--- src/rtl/rxRingPkg.sv ---
package rxRingPkg;
  localparam int HDR_BYTES = 4;
  localparam int LEN_W     = 16;
  localparam logic [7:0] STATUS_OK = 8'h01;

  localparam logic [1:0] SEL_START = 2'd0;
  localparam logic [1:0] SEL_STOP  = 2'd1;
  localparam logic [1:0] SEL_BOUND = 2'd2;
  localparam logic [1:0] SEL_CUR   = 2'd3;

  typedef enum logic [1:0] {
    ST_IDLE,
    ST_RECV,
    ST_DROP,
    ST_HDR
  } rxState_t;

  typedef struct packed {
    logic       startFrame;
    logic       storeByte;
    logic       abortFrame;
    logic       hdrWrite;
    logic [1:0] hdrIdx;
    logic       commit;
  } dpStrobe_t;
endpackage

--- src/rtl/rxRingCtrl.sv ---
module rxRingCtrl
  import rxRingPkg::*;
(
  input  logic       clk,
  input  logic       rstN,
  input  logic       rxValid,
  input  logic       rxSof,
  input  logic       rxLast,
  input  logic       rxCrcErr,
  input  logic       rxAlignErr,
  input  logic       linkBlocked,
  input  logic       tooShort,
  output logic       rxReady,
  output dpStrobe_t  strobe
);
  rxState_t   state, stateNext;
  logic [1:0] hdrCnt, hdrCntNext;
  logic       frameBad;

  assign frameBad = tooShort | rxCrcErr | rxAlignErr;
  assign rxReady  = (state != ST_HDR);

  always_comb begin
    strobe     = '0;
    stateNext  = state;
    hdrCntNext = hdrCnt;
    unique case (state)
      ST_IDLE: begin
        if (rxValid && rxSof) begin
          strobe.startFrame = 1'b1;
          strobe.storeByte  = 1'b1;
          if (rxLast) stateNext = frameBad ? ST_IDLE : ST_HDR;
          else        stateNext = ST_RECV;
        end
      end
      ST_RECV: begin
        if (rxValid) begin
          strobe.storeByte = 1'b1;
          if (linkBlocked) begin
            strobe.abortFrame = 1'b1;
            stateNext = rxLast ? ST_IDLE : ST_DROP;
          end else if (rxLast) begin
            stateNext = frameBad ? ST_IDLE : ST_HDR;
          end
        end
      end
      ST_DROP: begin
        if (rxValid && rxLast) stateNext = ST_IDLE;
      end
      ST_HDR: begin
        strobe.hdrWrite = 1'b1;
        strobe.hdrIdx   = hdrCnt;
        if (hdrCnt == 2'(HDR_BYTES - 1)) begin
          strobe.commit = 1'b1;
          hdrCntNext    = '0;
          stateNext     = ST_IDLE;
        end else begin
          hdrCntNext = hdrCnt + 2'd1;
        end
      end
      default: stateNext = ST_IDLE;
    endcase
  end

  always_ff @(posedge clk) begin
    if (!rstN) begin
      state  <= ST_IDLE;
      hdrCnt <= '0;
    end else begin
      state  <= stateNext;
      hdrCnt <= hdrCntNext;
    end
  end
endmodule

--- src/rtl/rxRingDatapath.sv ---
module rxRingDatapath
  import rxRingPkg::*;
#(
  parameter int PAGE_W   = 8,
  parameter int OFF_W    = 8,
  parameter int RUNT_MIN = 64,
  localparam int ADDR_W  = PAGE_W + OFF_W
) (
  input  logic              clk,
  input  logic              rstN,
  input  dpStrobe_t         strobe,
  input  logic              regWe,
  input  logic [1:0]        regSel,
  input  logic [PAGE_W-1:0] regData,
  input  logic [7:0]        rxData,
  output logic              linkBlocked,
  output logic              tooShort,
  output logic [ADDR_W-1:0] memAddr,
  output logic [7:0]        memData,
  output logic              memWe,
  output logic [PAGE_W-1:0] curPage,
  output logic              overflow,
  output logic              pktRcvd
);
  logic [PAGE_W-1:0] startPg, stopPg, bndPg, curPg, firstPg, wrPage, nextPkt;
  logic [OFF_W-1:0]  wrOff;
  logic [LEN_W-1:0]  byteCnt, cntNext;

  function automatic logic [PAGE_W-1:0] incPage(input logic [PAGE_W-1:0] p);
    logic [PAGE_W-1:0] p1;
    p1 = p + 1'b1;
    return (p1 == stopPg) ? startPg : p1;
  endfunction

  assign cntNext     = strobe.startFrame ? LEN_W'(1) : byteCnt + 1'b1;
  assign tooShort    = cntNext < LEN_W'(RUNT_MIN);
  assign linkBlocked = !strobe.startFrame && (wrOff == '1) && (incPage(wrPage) == bndPg);
  assign nextPkt     = (wrOff == '0) ? wrPage : incPage(wrPage);

  always_comb begin
    memWe   = strobe.storeByte | strobe.hdrWrite;
    memAddr = {wrPage, wrOff};
    memData = rxData;
    if (strobe.hdrWrite) begin
      memAddr = {firstPg, OFF_W'(strobe.hdrIdx)};
      unique case (strobe.hdrIdx)
        2'd0:    memData = STATUS_OK;
        2'd1:    memData = 8'(nextPkt);
        2'd2:    memData = byteCnt[7:0];
        default: memData = byteCnt[15:8];
      endcase
    end else if (strobe.startFrame) begin
      memAddr = {curPg, OFF_W'(HDR_BYTES)};
    end
  end

  always_ff @(posedge clk) begin
    if (!rstN) begin
      startPg  <= '0;
      stopPg   <= '0;
      bndPg    <= '0;
      curPg    <= '0;
      firstPg  <= '0;
      wrPage   <= '0;
      wrOff    <= '0;
      byteCnt  <= '0;
      overflow <= 1'b0;
      pktRcvd  <= 1'b0;
    end else begin
      if (regWe) begin
        unique case (regSel)
          SEL_START: startPg <= regData;
          SEL_STOP:  stopPg  <= regData;
          SEL_BOUND: begin bndPg <= regData; overflow <= 1'b0; end
          default:   curPg   <= regData;
        endcase
      end
      if (strobe.storeByte) begin
        byteCnt <= cntNext;
        if (strobe.startFrame) begin
          firstPg <= curPg;
          wrPage  <= curPg;
          wrOff   <= OFF_W'(HDR_BYTES + 1);
        end else if (wrOff == '1) begin
          wrPage <= incPage(wrPage);
          wrOff  <= '0;
        end else begin
          wrOff <= wrOff + 1'b1;
        end
      end
      if (strobe.abortFrame) overflow <= 1'b1;
      if (strobe.commit)     curPg    <= nextPkt;
      pktRcvd <= strobe.commit;
    end
  end

  assign curPage = curPg;
endmodule

--- src/rtl/rxRingWriter.sv ---
module rxRingWriter
  import rxRingPkg::*;
#(
  parameter int PAGE_W   = 8,
  parameter int OFF_W    = 8,
  parameter int RUNT_MIN = 64
) (
  input  logic                      clk,
  input  logic                      rstN,
  input  logic                      regWe,
  input  logic [1:0]                regSel,
  input  logic [PAGE_W-1:0]         regData,
  input  logic                      rxValid,
  input  logic                      rxSof,
  input  logic                      rxLast,
  input  logic                      rxCrcErr,
  input  logic                      rxAlignErr,
  input  logic [7:0]                rxData,
  output logic                      rxReady,
  output logic [PAGE_W+OFF_W-1:0]   memAddr,
  output logic [7:0]                memData,
  output logic                      memWe,
  output logic                      pktRcvd,
  output logic                      overflow,
  output logic [PAGE_W-1:0]         curPage
);
  dpStrobe_t strobe;
  logic      linkBlocked, tooShort;

  rxRingCtrl i_ctrl (
    .clk, .rstN, .rxValid, .rxSof, .rxLast, .rxCrcErr, .rxAlignErr,
    .linkBlocked, .tooShort, .rxReady, .strobe
  );

  rxRingDatapath #(.PAGE_W(PAGE_W), .OFF_W(OFF_W), .RUNT_MIN(RUNT_MIN)) i_dp (
    .clk, .rstN, .strobe, .regWe, .regSel, .regData, .rxData,
    .linkBlocked, .tooShort, .memAddr, .memData, .memWe,
    .curPage, .overflow, .pktRcvd
  );
endmodule

--- config.mk ---
export PLATFORM = sky130hd
export DESIGN_NAME = rxRingWriter
export DESIGN_NICKNAME = d
export VERILOG_FILES = /design/src/rtl/rxRingPkg.sv /design/src/rtl/rxRingCtrl.sv /design/src/rtl/rxRingDatapath.sv /design/src/rtl/rxRingWriter.sv
export SDC_FILE = /design/constraint.sdc
export NUM_CORES = 1
export LEC_CHECK = 0
export ABC_AREA = 1
export BUFFER_PORTS_ARGS = -buffer_cell sky130_fd_sc_hd__buf_2
export CELL_PAD_IN_SITES_DETAIL_PLACEMENT = 0
export CELL_PAD_IN_SITES_GLOBAL_PLACEMENT = 1
export CORE_UTILIZATION = 37
export DETAILED_ROUTE_END_ITERATION = 6
export PLACE_DENSITY_LB_ADDON = 0.05
export RECOVER_POWER = 50
export SETUP_SLACK_MARGIN = 0.5
export SLEW_MARGIN = 20
export SYNTH_ARGS = -nofsm -noshare
export SYNTH_HDL_FRONTEND = slang
export SYNTH_SLANG_ARGS = --single-unit
export TNS_END_PERCENT = 10
--- constraint.sdc ---
create_clock -name clk -period 2.6 [get_ports clk]
set_clock_uncertainty 0.15 [all_clocks]
set_input_delay 0.52 -clock clk [delete_from_list [all_inputs] [get_ports clk]]
set_output_delay 0.52 -clock clk [all_outputs]
set_load 0.005 [all_outputs]
==> run summary <==
The part of the total power dissipated in sequential elements came out at 37.8%. After routing, the total negative slack on setup checks comes to -4190 ps. The post-detailed-route DRC marker count came out at 0. The critical setup path kind is reg -> out. The depth of the worst hold-timing path came out at 2. The checks that failed: setup timing. The maximum root-to-sink buffer count is 2. The post-detailed-route via-to-cell ratio came out at 5.05. The data arrival time of the critical path is 2460 ps. The half-perimeter wire length after placement came out at 11.9 mm.

The die extent in x is 113 µm. The post-detailed-routing wire length is around 16 mm. The critical path's most frequent cell is nand2_2. The vias after detailed routing came out at between 5000 and 6000.

The clock transition at the register clock pins on the worst setup and hold paths after CTS came out at approximately 60 ps. Excluding fillers, the count of instances in the completed layout stands at 1021. The largest incremental delay on the critical path came out at approximately 370 ps. In this run the number of H-tree levels came out at 3. The endpoint of the lowest-slack register-to-register path is i_ctrl.state[1]. The switching power came out at 1.13 mW.

Total power for the finished layout comes to between 3 and 4 mW. The count of yosys warnings during synthesis is 0. At the end of routability-driven placement, the weighted congestion stood at 0.950. The internal power contribution came out at 2.36 mW. Counting tap cells, the placed design contains a total of 997 instances. The sequential fraction of the synthesis area is 34.0%. The all-layer global routing usage is 25.2%. The cell sitting at the root of the clock tree is a clkbuf_16.

The number of DRC markers after the initial detailed-route iteration came out at 292. The first global-routing pass estimated about 25 mm of wire. The relative slew slack came out at 32.5%. The worst-case register-to-register setup slack came out at -210 ps. Of the available clock period, the critical path in the final layout requires 121%.

The reported max-cap violation count is 0. For this run the aggregate overflow at the end of global routing stands at 0. The startpoint of the tightest hold check path is i_dp.overflow. The post-synthesis instance area came out at roughly 4600 µm². The critical path startpoint category is a flop. The classification of the worst-slack hold path is reg -> reg. The total of endpoints with negative setup slack in the final report is 11. Setup repair after global routing could not meet its margin everywhere. Walking the worst path, the cells encountered are ha_4 > nand2_4 > nor2_4 > nand2_1 > nand2_2 > buf_4 > nand3_2 > nand2_4 > nor2_8 > nand3_4 > buf_6 > nand2_2 > o21ai_2 > nand2_1 > o21ai_2 > nand2_2 > a22o_1 > buf_2. The power per unit of standard cell area came out at 550 nW/µm². Entering global routing, the biggest net connects 35 pins.

The worst setup slack after placement is -237 ps. The initialized floorplan defines 40 standard-cell rows. TritonCTS built the clock tree. The post-layout net count is 879. Yosys mapped the design onto 38 distinct sky130hd cell types. During I/O placement, the number of pins put on the boundary was 62. The post-synthesis instance total came out at just over 700.

The number of iterations in the first detailed-routing pass is 5. For this design, the sink count on the clock tree is 78. The number of antenna violations at the first check in global routing came to 0. The data required time of the critical path came out at 1930 ps. The slew of the pin with the lowest slew margin came out at 1010 ps. The cell area reported after detailed placement is 5620 µm². The total of flip-flops plus latches after synthesis came out at about 80. The clock network accounts for 33.4% of the total power. The core outline area came out at around 12000 µm². The count of port buffers added during placement came out at 61. The repair_antennas step left the layout with diodes totalling 0. The final design area excluding fillers is 6350 µm².

The run finished, with violations left. The setup slack after layout is -535 ps. The final antenna-violating net count came out at 0. On the final layout, the worst hold slack is 313 ps.

Measured on the finished design, the core utilization comes to 52.7%. The hold buffer count at cts is 0. The via count of the first global-routing pass is roughly 4800. Once the floorplan was initialized, standard cells occupied 38.1% of the core. The growth of design area from synthesis to finish is 38.2%. Counting every net in the synthesized netlist gives 751. The part of the power in combinational logic came out at about 29%. The number of pins exceeding their max-slew limit in the final report came out at 0.

The hold violation count in the final report came out at 0. Measured in cells, the most critical reg-to-reg path has a length of 24. Net switching is 32.4% of the power. Clock latency on the worst-skew pair, taken at its later pin, is approximately 350 ps.

The maximum clock rate came out at roughly 0.32 GHz. The vertical die dimension is around 110 µm. The worst hold path endpoint is i_dp.overflow. The number of buffers and inverters on the critical path is 3. Cells with a size suffix above 1 make up about 30% of the layout. The kind of cell with the highest combined delay along the critical path is simple AND/OR/NAND/NOR gates. The die covers 12900 µm². The cell leakage power is about 2.8 nW.

The post-synthesis average cell area came out at 6.38 µm². The worst-case IR drop observed on VDD is about 0.36 mV. Clock tree synthesis inserted a total of 9 buffers.

Along the worst path, the maximum fanout reaches 5. The kind of capture point of the worst setup path is an output pin. In this run the critical register-to-register path is launched from i_dp.wrPage[1].

The shortest clock period the worst path allows after layout is 3130 ps. The mean routed wirelength per cell came out at 15.4 µm. The slowest stage of the critical path belongs to the cell dfxtp_4.
## power by group through the flow
| stage | clock network, mW | registers [mW] | logic, mW |
|---|---|---|---|
| final | 1.17 | 1.32 | 1.00 |
| after global routing | 1.24 | 1.33 | 1.10 |
| after CTS | 1.20 | 1.32 | 0.933 |
| after detailed placement | 0 | 1.34 | 0.860 |
| after global placement | 0 | 1.34 | 0.855 |
| after floorplan | 0 | 1.33 | 0.475 |
## how the worst max path moves through the flow
stage | startpoint | end | slack [ps] | cells after the start
after floorplan | i_dp.wrPage[0] | memData[0] | 20 | 16
after global placement | i_dp.wrPage[0] | memData[3] | -220 | 14
after detailed placement | i_dp.wrPage[2] | memData[3] | -240 | 14
after CTS | i_dp.wrPage[1] | memData[1] | -500 | 16
after global routing | i_dp.wrPage[0] | memData[0] | -650 | 18
final | i_dp.wrPage[0] | memData[0] | -530 | 18
## Yosys cell counts (all sizes together)
master | instances | share of area, %
buf | 2 | 0.35
o21ai | 88 | 9.7
xnor2 | 1 | 0.19
o21bai | 5 | 0.82
o2111ai | 6 | 1.1
nand4 | 18 | 2.5
a311oi | 1 | 0.19
o31ai | 1 | 0.16
nand3 | 51 | 5.8
nand2 | 183 | 16
a31oi | 8 | 1.1
a31o | 1 | 0.19
and2 | 1 | 0.16
nor4 | 2 | 0.27
clkinv | 1 | 0.082
o211ai | 2 | 0.33
or2 | 2 | 0.27
nor2 | 68 | 6.8
nor3 | 10 | 1.1
a211oi | 2 | 0.33
o22ai | 8 | 1.1
a21oi | 58 | 6.3
dfxtp | 78 | 34
a221oi | 1 | 0.19
clkbuf | 23 | 1.9
nand3b | 4 | 0.65
a22o | 1 | 0.19
inv | 89 | 7.3
ha | 5 | 1.4
## layout by cell type (no fill, tap or decap), types with 3 or more instances in the layout
cell	Yosys	routed
clkbuf_1	23	5
dfxtp_1	78	73
clkbuf_16	0	9
o21ai_1	2	3
nand4_1	18	18
nor3_1	10	5
nand2_4	0	12
nor3_4	0	3
a21oi_2	0	5
inv_1	87	84
o22ai_1	8	8
nand2_2	13	28
buf_2	1	58
nand3b_1	4	4
ha_1	5	4
buf_6	1	10
a31oi_1	8	8
nand3_1	49	39
nor2_2	4	5
buf_12	0	4
nand2_1	170	143
clkinv_2	0	3
buf_4	0	65
o21bai_1	5	4
o21ai_0	84	73
nor2_1	59	56
a21oi_1	58	52
dfxtp_4	0	3
o21ai_2	2	12
nand3_2	2	11
nor2_4	4	6
o2111ai_2	0	4
## registers in the layout (all words and copies together) (netlist names), 8 cells and up
| register | count |
|---|---|
| i_dp.wrPage | 8 |
| i_dp.startPg | 8 |
| i_dp.stopPg | 8 |
| i_dp.firstPg | 8 |
| i_dp.bndPg | 8 |
| i_dp.wrOff | 8 |
| i_dp.curPage | 8 |
| i_dp.byteCnt | 16 |
## cell families after synthesis
group,Yosys count,share of synthesized area [%]
AND/OR/NAND/NOR,339,33.1
buffers and inverters,115,9.58
AO/OA/AOI/OAI,182,21.8
XOR/XNOR,1,0.191
adder cells (fa/ha/maj),5,1.36
flip-flops,78,34.0
## routing by layer
| metal | vias to the layer above | wire length, µm | track usage [%] |
|---|---|---|---|
| met2 | 90 | 7750 | 43.4 |
| met5 | - | 0 | 0 |
| met3 | 20 | 540 | 3.72 |
| li1 | 2665 | - | - |
| met1 | 2378 | 7090 | 31.5 |
| met4 | 0 | 328 | 10.5 |
## cell type report
class                   instances  area [µm²]
flip-flops and latches         78        1580
repair buffers                142         992
clock buffers                  12         246
well taps                     168         210
inverters                      90         347
multi-input cells             527        2960
clock inverters                 4        22.5
fillers                      1248        5710
## tightest hold or removal path, stage by stage (launching register included)
cell     delay (ps)
dfxtp_1         310
nand2_1          60
a21oi_1          50
## repair_timing
item                       4_1_cts  5_1_grt
cloned                           0        0
setup buffers                    5        3
gates resized for setup         54       63
pin swaps                       17       41
setup endpoints to repair       51       66
Note: power is estimated with default switching activity, not from simulation.
